File: config.mk
export PLATFORM = sky130hd
export DESIGN_NAME = jtag_regport
export DESIGN_NICKNAME = d
export VERILOG_FILES = /design/src/rtl/jrp_pkg.sv /design/src/rtl/jrp_tap_fsm.sv /design/src/rtl/jrp_ir.sv /design/src/rtl/jrp_dr.sv /design/src/rtl/jrp_ctl.sv /design/src/rtl/jtag_regport.sv
export SDC_FILE = /design/constraint.sdc
export NUM_CORES = 1
export LEC_CHECK = 0
export ABC_AREA = 0
export BUFFER_PORTS_ARGS = -buffer_cell sky130_fd_sc_hd__buf_2
export CAP_MARGIN = 20
export CORE_MARGIN = 8
export CORE_UTILIZATION = 62
export DETAILED_ROUTE_END_ITERATION = 10
export PLACE_DENSITY = 0.9
export REMOVE_ABC_BUFFERS = 1
export SETUP_SLACK_MARGIN = 0.02
export SLEW_MARGIN = 15
export SYNTH_ARGS = -nofsm -noshare
export SYNTH_HDL_FRONTEND = slang
export SYNTH_HIERARCHICAL = 1
export SYNTH_SLANG_ARGS = --single-unit
File: constraint.sdc
create_clock -name tck -period 4.2 [get_ports tck]
set_input_delay 0.21 -clock tck [delete_from_list [all_inputs] [get_ports tck]]
set_output_delay 0.21 -clock tck [all_outputs]
set_load 0.02 [all_outputs]
File: src/rtl/jrp_pkg.sv
package jrp_pkg;

   localparam int IR_W = 5;

   localparam logic [IR_W-1:0] OP_BYPASS  = 5'h1F;
   localparam logic [IR_W-1:0] OP_IDENT   = 5'h00;
   localparam logic [IR_W-1:0] OP_USER    = 5'h03;
   localparam logic [IR_W-1:0] OP_SETADR  = 5'h04;
   localparam logic [IR_W-1:0] OP_RDREG   = 5'h05;
   localparam logic [IR_W-1:0] OP_WRREG   = 5'h06;
   localparam logic [IR_W-1:0] OP_REBOOT  = 5'h07;
   localparam logic [IR_W-1:0] OP_SAVE    = 5'h08;
   localparam logic [IR_W-1:0] OP_FPG_ON  = 5'h09;
   localparam logic [IR_W-1:0] OP_FPG_OFF = 5'h0A;
   localparam logic [IR_W-1:0] OP_UFL_ON  = 5'h0B;
   localparam logic [IR_W-1:0] OP_UFL_OFF = 5'h0C;

   typedef enum logic [3:0] {
      ST_RESET, ST_IDLE,
      ST_SEL_DR, ST_CAP_DR, ST_SH_DR, ST_EX1_DR, ST_PA_DR, ST_EX2_DR, ST_UPD_DR,
      ST_SEL_IR, ST_CAP_IR, ST_SH_IR, ST_EX1_IR, ST_PA_IR, ST_EX2_IR, ST_UPD_IR
   } tap_e;

   typedef enum logic [2:0] {
      DR_BYP, DR_ID, DR_USER, DR_ADR, DR_DAT
   } dsel_e;

   function automatic tap_e tap_next(input tap_e s, input logic m);
      tap_e n;
      case (s)
         ST_RESET:  n = m ? ST_RESET  : ST_IDLE;
         ST_IDLE:   n = m ? ST_SEL_DR : ST_IDLE;
         ST_SEL_DR: n = m ? ST_SEL_IR : ST_CAP_DR;
         ST_CAP_DR: n = m ? ST_EX1_DR : ST_SH_DR;
         ST_SH_DR:  n = m ? ST_EX1_DR : ST_SH_DR;
         ST_EX1_DR: n = m ? ST_UPD_DR : ST_PA_DR;
         ST_PA_DR:  n = m ? ST_EX2_DR : ST_PA_DR;
         ST_EX2_DR: n = m ? ST_UPD_DR : ST_SH_DR;
         ST_UPD_DR: n = m ? ST_SEL_DR : ST_IDLE;
         ST_SEL_IR: n = m ? ST_RESET  : ST_CAP_IR;
         ST_CAP_IR: n = m ? ST_EX1_IR : ST_SH_IR;
         ST_SH_IR:  n = m ? ST_EX1_IR : ST_SH_IR;
         ST_EX1_IR: n = m ? ST_UPD_IR : ST_PA_IR;
         ST_PA_IR:  n = m ? ST_EX2_IR : ST_PA_IR;
         ST_EX2_IR: n = m ? ST_UPD_IR : ST_SH_IR;
         ST_UPD_IR: n = m ? ST_SEL_DR : ST_IDLE;
         default:   n = ST_RESET;
      endcase
      return n;
   endfunction

   function automatic dsel_e dr_select(input logic [IR_W-1:0] op);
      dsel_e d;
      case (op)
         OP_IDENT:           d = DR_ID;
         OP_USER:            d = DR_USER;
         OP_SETADR:          d = DR_ADR;
         OP_RDREG, OP_WRREG: d = DR_DAT;
         default:            d = DR_BYP;
      endcase
      return d;
   endfunction

endpackage

File: src/rtl/jrp_tap_fsm.sv
module jrp_tap_fsm
   import jrp_pkg::*;
(
   input  logic tck,
   input  logic trst_n,
   input  logic tms,
   output tap_e state,
   output tap_e nxt
);

   assign nxt = tap_next(state, tms);

   always_ff @(posedge tck or negedge trst_n) begin
      if (!trst_n) state <= ST_RESET;
      else         state <= nxt;
   end

   // checker: run of consecutive TMS-high edges, saturating at five
   logic [2:0] ones_cnt;
   always_ff @(posedge tck or negedge trst_n) begin
      if (!trst_n)              ones_cnt <= 3'd0;
      else if (!tms)            ones_cnt <= 3'd0;
      else if (ones_cnt != 3'd5) ones_cnt <= ones_cnt + 3'd1;
   end


   five_ones_reset_chk: assert property (@(posedge tck) disable iff (!trst_n)
      (ones_cnt == 3'd5) |-> (state == ST_RESET));

endmodule

File: src/rtl/jrp_ir.sv
module jrp_ir
   import jrp_pkg::*;
#(
   parameter logic [IR_W-1:0] CAPTURE = 5'b00001
)(
   input  logic            tck,
   input  logic            trst_n,
   input  tap_e            state,
   input  logic            tdi,
   output logic [IR_W-1:0] ir_q,
   output logic            ir_lsb
);

   logic [IR_W-1:0] ir_sh;

   always_ff @(posedge tck or negedge trst_n) begin
      if (!trst_n)                 ir_sh <= CAPTURE;
      else if (state == ST_CAP_IR) ir_sh <= CAPTURE;
      else if (state == ST_SH_IR)  ir_sh <= {tdi, ir_sh[IR_W-1:1]};
   end

   // parallel latch follows the shift stage only on falling TCK in Update-IR
   always_ff @(negedge tck or negedge trst_n) begin
      if (!trst_n)                 ir_q <= OP_IDENT;
      else if (state == ST_RESET)  ir_q <= OP_IDENT;
      else if (state == ST_UPD_IR) ir_q <= ir_sh;
   end

   assign ir_lsb = ir_sh[0];


   ir_hold_in_shift_chk: assert property (@(posedge tck) disable iff (!trst_n)
      (state == ST_SH_IR && $past(state) == ST_SH_IR) |-> $stable(ir_q));

endmodule

File: src/rtl/jrp_dr.sv
module jrp_dr
   import jrp_pkg::*;
#(
   parameter int              ADDR_W    = 8,
   parameter int              DATA_W    = 8,
   parameter int              ID_W      = 32,
   parameter logic [ID_W-1:0] ID_CODE   = 32'h4B17_2E0D,
   parameter logic [ID_W-1:0] USER_CODE = 32'hC0DE_0042
)(
   input  logic              tck,
   input  logic              trst_n,
   input  tap_e              state,
   input  logic [IR_W-1:0]   ir_q,
   input  logic              tdi,
   input  logic [DATA_W-1:0] rf_rdata,
   output logic              dr_lsb,
   output logic [ADDR_W-1:0] rf_addr,
   output logic [DATA_W-1:0] rf_wdata,
   output logic              rf_we
);

   localparam int SH_W  = ID_W;
   localparam int LEN_W = $clog2(SH_W);

   dsel_e             sel;
   logic [SH_W-1:0]   dr_sh;
   logic [SH_W-1:0]   sh_next;
   logic [SH_W-1:0]   cap;
   logic [LEN_W-1:0]  len_m1;
   logic [ADDR_W-1:0] addr_q;

   assign sel = dr_select(ir_q);

   always_comb begin
      cap    = '0;
      len_m1 = '0;
      case (sel)
         DR_ID: begin
            cap    = ID_CODE;
            len_m1 = LEN_W'(ID_W - 1);
         end
         DR_USER: begin
            cap    = USER_CODE;
            len_m1 = LEN_W'(ID_W - 1);
         end
         DR_ADR: begin
            cap[ADDR_W-1:0] = addr_q;
            len_m1          = LEN_W'(ADDR_W - 1);
         end
         DR_DAT: begin
            cap[DATA_W-1:0] = rf_rdata;
            len_m1          = LEN_W'(DATA_W - 1);
         end
         default: begin
            cap    = '0;
            len_m1 = '0;
         end
      endcase
   end

   // TDI enters at the top of the selected path length
   for (genvar i = 0; i < SH_W; i++) begin : g_bit
      logic upper;
      if (i == SH_W - 1) begin : g_top
         assign upper = 1'b0;
      end else begin : g_mid
         assign upper = dr_sh[i+1];
      end
      assign sh_next[i] = (len_m1 == LEN_W'(i)) ? tdi : upper;
   end

   always_ff @(posedge tck or negedge trst_n) begin
      if (!trst_n)                 dr_sh <= '0;
      else if (state == ST_CAP_DR) dr_sh <= cap;
      else if (state == ST_SH_DR)  dr_sh <= sh_next;
   end

   always_ff @(negedge tck or negedge trst_n) begin
      if (!trst_n) addr_q <= '0;
      else if (state == ST_UPD_DR && ir_q == OP_SETADR)
         addr_q <= dr_sh[ADDR_W-1:0];
   end

   assign dr_lsb   = dr_sh[0];
   assign rf_addr  = addr_q;
   assign rf_wdata = dr_sh[DATA_W-1:0];
   assign rf_we    = (state == ST_UPD_DR) && (ir_q == OP_WRREG);


   addr_hold_in_shift_chk: assert property (@(posedge tck) disable iff (!trst_n)
      (state == ST_SH_DR && $past(state) == ST_SH_DR) |-> $stable(rf_addr));


   we_single_cycle_chk: assert property (@(posedge tck) disable iff (!trst_n)
      rf_we |=> !rf_we);

endmodule

File: src/rtl/jrp_ctl.sv
module jrp_ctl
   import jrp_pkg::*;
(
   input  logic            tck,
   input  logic            trst_n,
   input  tap_e            state,
   input  tap_e            nxt,
   input  logic [IR_W-1:0] ir_q,
   output logic            fpg_on,
   output logic            ufl_on,
   output logic            reboot_req,
   output logic            save_req
);

   logic enter_idle;
   assign enter_idle = (nxt == ST_IDLE) && (state != ST_IDLE);

   always_ff @(posedge tck or negedge trst_n) begin
      if (!trst_n) begin
         fpg_on <= 1'b0;
         ufl_on <= 1'b0;
      end else if (state == ST_RESET) begin
         fpg_on <= 1'b0;
         ufl_on <= 1'b0;
      end else if (state == ST_UPD_IR) begin
         case (ir_q)
            OP_FPG_ON:  fpg_on <= 1'b1;
            OP_FPG_OFF: begin
               fpg_on <= 1'b0;
               ufl_on <= 1'b0;
            end
            OP_UFL_ON:  if (fpg_on) ufl_on <= 1'b1;
            OP_UFL_OFF: ufl_on <= 1'b0;
            default: ;
         endcase
      end
   end

   always_ff @(posedge tck or negedge trst_n) begin
      if (!trst_n) begin
         reboot_req <= 1'b0;
         save_req   <= 1'b0;
      end else begin
         reboot_req <= enter_idle && (ir_q == OP_REBOOT);
         save_req   <= enter_idle && (ir_q == OP_SAVE);
      end
   end


   ufl_nested_chk: assert property (@(posedge tck) disable iff (!trst_n)
      ufl_on |-> fpg_on);


   reboot_pulse_chk: assert property (@(posedge tck) disable iff (!trst_n)
      reboot_req |=> !reboot_req);


   save_pulse_chk: assert property (@(posedge tck) disable iff (!trst_n)
      save_req |=> !save_req);


   req_exclusive_chk: assert property (@(posedge tck) disable iff (!trst_n)
      $onehot0({reboot_req, save_req}));

endmodule

File: src/rtl/jtag_regport.sv
module jtag_regport
   import jrp_pkg::*;
#(
   parameter int              ADDR_W     = 8,
   parameter int              DATA_W     = 8,
   parameter int              ID_W       = 32,
   parameter logic [ID_W-1:0] ID_CODE    = 32'h4B17_2E0D,
   parameter logic [ID_W-1:0] USER_CODE  = 32'hC0DE_0042,
   parameter logic [4:0]      IR_CAPTURE = 5'b00001,
   parameter bit              TDO_RETIME = 1'b1
)(
   input  logic              tck,
   input  logic              trst_n,
   input  logic              tms,
   input  logic              tdi,
   output logic              tdo,
   output logic              tdo_en,
   output logic [ADDR_W-1:0] rf_addr,
   output logic [DATA_W-1:0] rf_wdata,
   output logic              rf_we,
   input  logic [DATA_W-1:0] rf_rdata,
   output logic              fpg_on,
   output logic              ufl_on,
   output logic              reboot_req,
   output logic              save_req
);

   if (ID_W < ADDR_W || ID_W < DATA_W) begin : g_bad_width
      $error("jtag_regport: ID_W must cover ADDR_W and DATA_W");
   end
   if (ADDR_W < 1 || DATA_W < 1) begin : g_bad_min
      $error("jtag_regport: widths must be positive");
   end

   tap_e            state;
   tap_e            nxt;
   logic [IR_W-1:0] ir_q;
   logic            ir_lsb;
   logic            dr_lsb;
   logic            tdo_src;
   logic            in_shift;

   jrp_tap_fsm u_fsm (
      .tck    (tck),
      .trst_n (trst_n),
      .tms    (tms),
      .state  (state),
      .nxt    (nxt)
   );

   jrp_ir #(.CAPTURE(IR_CAPTURE)) u_ir (
      .tck    (tck),
      .trst_n (trst_n),
      .state  (state),
      .tdi    (tdi),
      .ir_q   (ir_q),
      .ir_lsb (ir_lsb)
   );

   jrp_dr #(
      .ADDR_W    (ADDR_W),
      .DATA_W    (DATA_W),
      .ID_W      (ID_W),
      .ID_CODE   (ID_CODE),
      .USER_CODE (USER_CODE)
   ) u_dr (
      .tck      (tck),
      .trst_n   (trst_n),
      .state    (state),
      .ir_q     (ir_q),
      .tdi      (tdi),
      .rf_rdata (rf_rdata),
      .dr_lsb   (dr_lsb),
      .rf_addr  (rf_addr),
      .rf_wdata (rf_wdata),
      .rf_we    (rf_we)
   );

   jrp_ctl u_ctl (
      .tck        (tck),
      .trst_n     (trst_n),
      .state      (state),
      .nxt        (nxt),
      .ir_q       (ir_q),
      .fpg_on     (fpg_on),
      .ufl_on     (ufl_on),
      .reboot_req (reboot_req),
      .save_req   (save_req)
   );

   assign tdo_src  = (state == ST_SH_IR) ? ir_lsb : dr_lsb;
   assign in_shift = (state == ST_SH_IR) || (state == ST_SH_DR);

   if (TDO_RETIME) begin : g_tdo_neg
      always_ff @(negedge tck or negedge trst_n) begin
         if (!trst_n) begin
            tdo    <= 1'b0;
            tdo_en <= 1'b0;
         end else begin
            tdo    <= tdo_src;
            tdo_en <= in_shift;
         end
      end
   end else begin : g_tdo_comb
      assign tdo    = tdo_src;
      assign tdo_en = in_shift;
   end

endmodule

Yosys cells after proc, flatten, opt, wreduce, memory -nomap -nowiden
Index checks and enable logic that the tools add are counted.

word-level totals
  word-level logic and storage cells = 160
  bits in registers = 60
  input bits = 12

operators by class
  equal/unequal tests = 63
  mux-type cells = 63
  reduce and logical (&&, ||, !) cells = 23

operators with widths
  operator                                                               number
  5-bit equality test, second input constant                             16
  5-bit by 4-bit equality test with 1-bit output, second input constant  13
  32-bit two-way mux                                                     2
  24-bit one-hot mux with 2 select lines                                 1
  4-bit one-hot mux with 12 select lines                                 1
  1-bit two-way mux                                                      41
  5-bit by 3-bit equality test with 1-bit output, second input constant  8
  4-bit equality test, second input constant                             8
  8-bit one-hot mux with 4 select lines                                  1
  5-bit two-way mux                                                      4
  4-bit by 3-bit equality test with 1-bit output, second input constant  4
  4-bit two-way mux                                                      4
  5-bit by 2-bit equality test with 1-bit output, second input constant  3
  3-bit one-hot mux with 4 select lines                                  1
  2-bit OR reduction                                                     6
  5-bit logical NOT                                                      2
  5-bit one-hot mux with 2 select lines                                  1
  4-bit by 1-bit equality test with 1-bit output, second input constant  2
  4-bit by 2-bit equality test with 1-bit output, second input constant  2
  3-bit by 2-bit equality test with 1-bit output, second input constant  2
  2-bit two-way mux                                                      3
  3-bit two-way mux                                                      2
  2-bit nonzero test                                                     3
  3-bit nonzero test                                                     2
  12 further kinds                                                       17

Logic depth before layout (Yosys ltp)
  depth in word-level cells = 10
  mapped depth = 7
  mapped depth without buffers = 6

Hierarchy
The synthesis kept the hierarchy.

by module, submodules not included
  module        times used  area an instance (um^2)  cells each
  jrp_dr        1           2,097.0                  211
  jrp_ir        1           550.5                    46
  jrp_tap_fsm   1           315.3                    40
  jrp_ctl       1           247.7                    28
  jtag_regport  1           83.8                     6

==> results.sh <==
export IMPL_ys_seq_area_share_pct=45.6
export IMPL_cts_sinks=60
export IMPL_layout_drive_gt1_share_pct=22.8
export IMPL_start_util_pct=64.5
export IMPL_maxSlewHeadroom_pct=34.7
export IMPL_ys_warnings_count=6
export IMPL_drc_errors=0
export IMPL_synth_top_area_cell="dfrtp_1"
export IMPL_gp_congestion=0.783
export IMPL_antenna_found_initial=0
export IMPL_crit_required_ns=3.99
export IMPL_async_flop_share_pct=100
export IMPL_worstSetupEndpoint="rf_we"
export IMPL_drt_vias_per_instance=6.35
export IMPL_netlist_area_sq_um=3290
export IMPL_timing_setup_tns_ns=0
export IMPL_arrival_ns=3.82
export IMPL_vias=2757
export IMPL_setup_violations=0
export IMPL_worst_skew_pair_late_latency_ns=0.34
export IMPL_rows=26
export IMPL_core_area_sq_um=5110
export IMPL_synth_edf_count=0
export IMPL_skew_ns=0.0148
export IMPL_first_global_vias=2666
export IMPL_grtUsageTotal_pct=22.1
export IMPL_wl_per_cell_microns=18.4
export IMPL_timing_rr_end="u_dr/dr_sh[0]$_DFFE_PN0P_"
export IMPL_area_growth_pct=13.5
export IMPL_leakage_nw=1.71
export IMPL_status="finished, final reports clean"
export IMPL_post_synth_top_count_cell="dfrtp_1"
export IMPL_drv_slew=0
export IMPL_reg2reg_depth=4
export IMPL_hpwl_microns=4840
export IMPL_grt_max_degree=37
export IMPL_grt_pass1_wl_microns=13300
export IMPL_cts_setup_buffers=0
export IMPL_numPortBuffers=34
export IMPL_numCtsBuffers=9
export IMPL_io_pins=35
export IMPL_r2r_start="u_ir/ir_q[2]$_DFFE_NN0P_"
export IMPL_ys_types=59
export IMPL_fin_util_pct=73.2
export IMPL_die_h_microns=88.9
export IMPL_critPathKind="register to primary output"
export IMPL_avgSynthCellArea_sq_um=9.95
export IMPL_ant_nets=0
export IMPL_maxCapViolations=0
export IMPL_rsz0062_at_grt="false"
export IMPL_critPathLaunch="u_ir/ir_q[1]$_DFFE_NN0P_"
export IMPL_synth_top_area_share_pct=33.4
export IMPL_clock_root_buffer="clkbuf_8"
export IMPL_die_area_sq_um=7900
export IMPL_firstDrtPassIters=5
export IMPL_ys_seq_elements=60
export IMPL_rrSetupSlack_ns=0.23
export IMPL_tritoncts="yes"
export IMPL_diodes=0
export IMPL_wl_microns=8000
export IMPL_ir_drop_mv=0.460
export IMPL_die_x_microns=88.9
export IMPL_grt_ovfl_total=0
export IMPL_ys_flop_type="dfrtp_1"
export IMPL_cts_htree_levels=3
export IMPL_synth_area_top_cells="dfrtp_1 33%, dfrtn_1 11%, mux2i_1 5.5%"
export IMPL_nNetsFinal=371
export IMPL_first_iter_violations=262
export IMPL_hold_viol=0
export IMPL_crit_path_end_kind="primary output"
export IMPL_tightest_slew_ns=0.980
export IMPL_p_per_area_nw_per_um2=784
export IMPL_clock_tree_buffer_depth=2
export IMPL_synthCells=331
export IMPL_cts_clk_slew_worst_paths_ns=0.06
export IMPL_synthTopCellsByCount="44 x dfrtp_1, 39 x nand2_1, 33 x a21oi_1, 25 x nor2_1, 18 x mux2i_1"
export IMPL_worstSetupStartpointType="register"
export IMPL_path_max_fanout=14
export IMPL_hold_path_class="input port to register"
-- routing by layer --
layer,routed length [microns],track usage (%),up-vias
met3,489,4.87,24
met4,238,14.0,0
met1,3280,26.2,1355
li1,-,-,1261
met2,3990,35.4,117
met5,0,0,-
-- power by group --
| group | switching, mW | internal [mW] |
|---|---|---|
| Combinational | 0.736 | 0.468 |
| Clock | 0.229 | 0.513 |
| Sequential | 0.174 | 0.811 |
-- critical path, cell delays in order, from the launching register on --
cell and delay, ns:
dfrtn_1 0.53, buf_4 0.27, nor2b_2 0.26, and3_1 0.17
buf_2 0.16
-- how the worst min path moves through the flow --
| stage | startpoint | to | slack [ns] | cells past startpoint |
|---|---|---|---|---|
| finish | tdi | u_ir/ir_sh[4]$_DFFE_PN0P_ | 0.21 | 3 |
| detailed placement | trst_n | u_dr/dr_sh[4]$_DFFE_PN0P_ | 0.33 | 1 |
| global placement | trst_n | u_dr/dr_sh[4]$_DFFE_PN0P_ | 0.32 | 1 |
| CTS | tdi | u_ir/ir_sh[4]$_DFFE_PN0P_ | 0.20 | 3 |
| global route | tdi | u_ir/ir_sh[4]$_DFFE_PN0P_ | 0.22 | 3 |
| floorplan | trst_n | u_ctl/fpg_on$_DFFE_PN0P_ | -0.09 | 0 |
-- registers in the layout, indices dropped and copies added (netlist names) --
signal	count
u_ir/ir_q	5
u_dr/rf_addr	8
tdo_en	1
u_ctl/save_req	1
u_ctl/ufl_on	1
u_ctl/reboot_req	1
u_ir/ir_sh	5
u_ctl/fpg_on	1
u_fsm/state	4
tdo	1
u_dr/dr_sh	32
-- cell families (layout without fill, tap and decap cells) --
family          count (synthesis)  in the layout  share of synthesized area (%)
simple gates                  115            115                           18.9
compound gates                 88             88                           18.1
flops                          60             60                           45.6
buf+inv                        34             67                           6.65
mux                            30             30                           9.68
xor+xnor                        4              4                           1.06
-- stage by stage --
stage                     worst slack (ns)  power, mW  std cells  hold WS [ns]  cell area (sq um)
final                                0.165       2.93        434         0.209               3740
after global routing                0.0803       3.11        434         0.218               3740
after CTS                           0.0833       2.92        434         0.195               3730
after detailed placement             0.229       2.15        417         0.325               3430
after global placement               0.324       2.09        417         0.316               3430
after floorplan                      0.185       1.78        302       -0.0856               3090
-- what timing repair did --
action	4_1_cts	5_1_grt
gates resized for setup	0	2
endpoints found under the hold margin	18	0
hold buffers	1	0
setup endpoints to repair	0	1
-- cells in the final DEF (no fill, tap or decap), types with 2 or more instances in the layout --
cell / Yosys / routed
nand2_1: 39 / 39
xor2_1: 2 / 2
a31o_1: 4 / 4
nor2b_1: 6 / 5
nand3_1: 4 / 4
nor2_1: 25 / 25
o22ai_1: 7 / 7
a32oi_1: 2 / 2
buf_4: 11 / 11
a21o_1: 2 / 2
clkbuf_8: 0 / 9
dfrtn_1: 15 / 15
nor4_1: 3 / 3
nor4b_1: 2 / 2
nand2b_1: 9 / 9
inv_1: 5 / 5
mux2i_1: 18 / 18
dfrtp_1: 44 / 44
a31oi_1: 3 / 3
o31a_1: 5 / 5
bufinv_16: 0 / 5
mux2_2: 11 / 11
nor3b_1: 3 / 3
or4b_1: 3 / 3
a311oi_1: 2 / 2
nor3_1: 4 / 4
o21ai_0: 15 / 15
o221a_1: 5 / 5
a32o_1: 2 / 2
buf_2: 7 / 34
a21oi_1: 33 / 33
nand3b_1: 2 / 2
xnor2_1: 2 / 2
-- cell type report --
type / count / area [sq um]
clock buffers: 9 / 124
clock inverters: 7 / 163
fillers: 366 / 1370
inverters: 5 / 18.8
multi-input cells: 237 / 1580
flip-flops and latches: 60 / 1500
well taps: 70 / 87.6
repair buffers: 46 / 263
No activity file was read; power rests on OpenSTA's default activity.
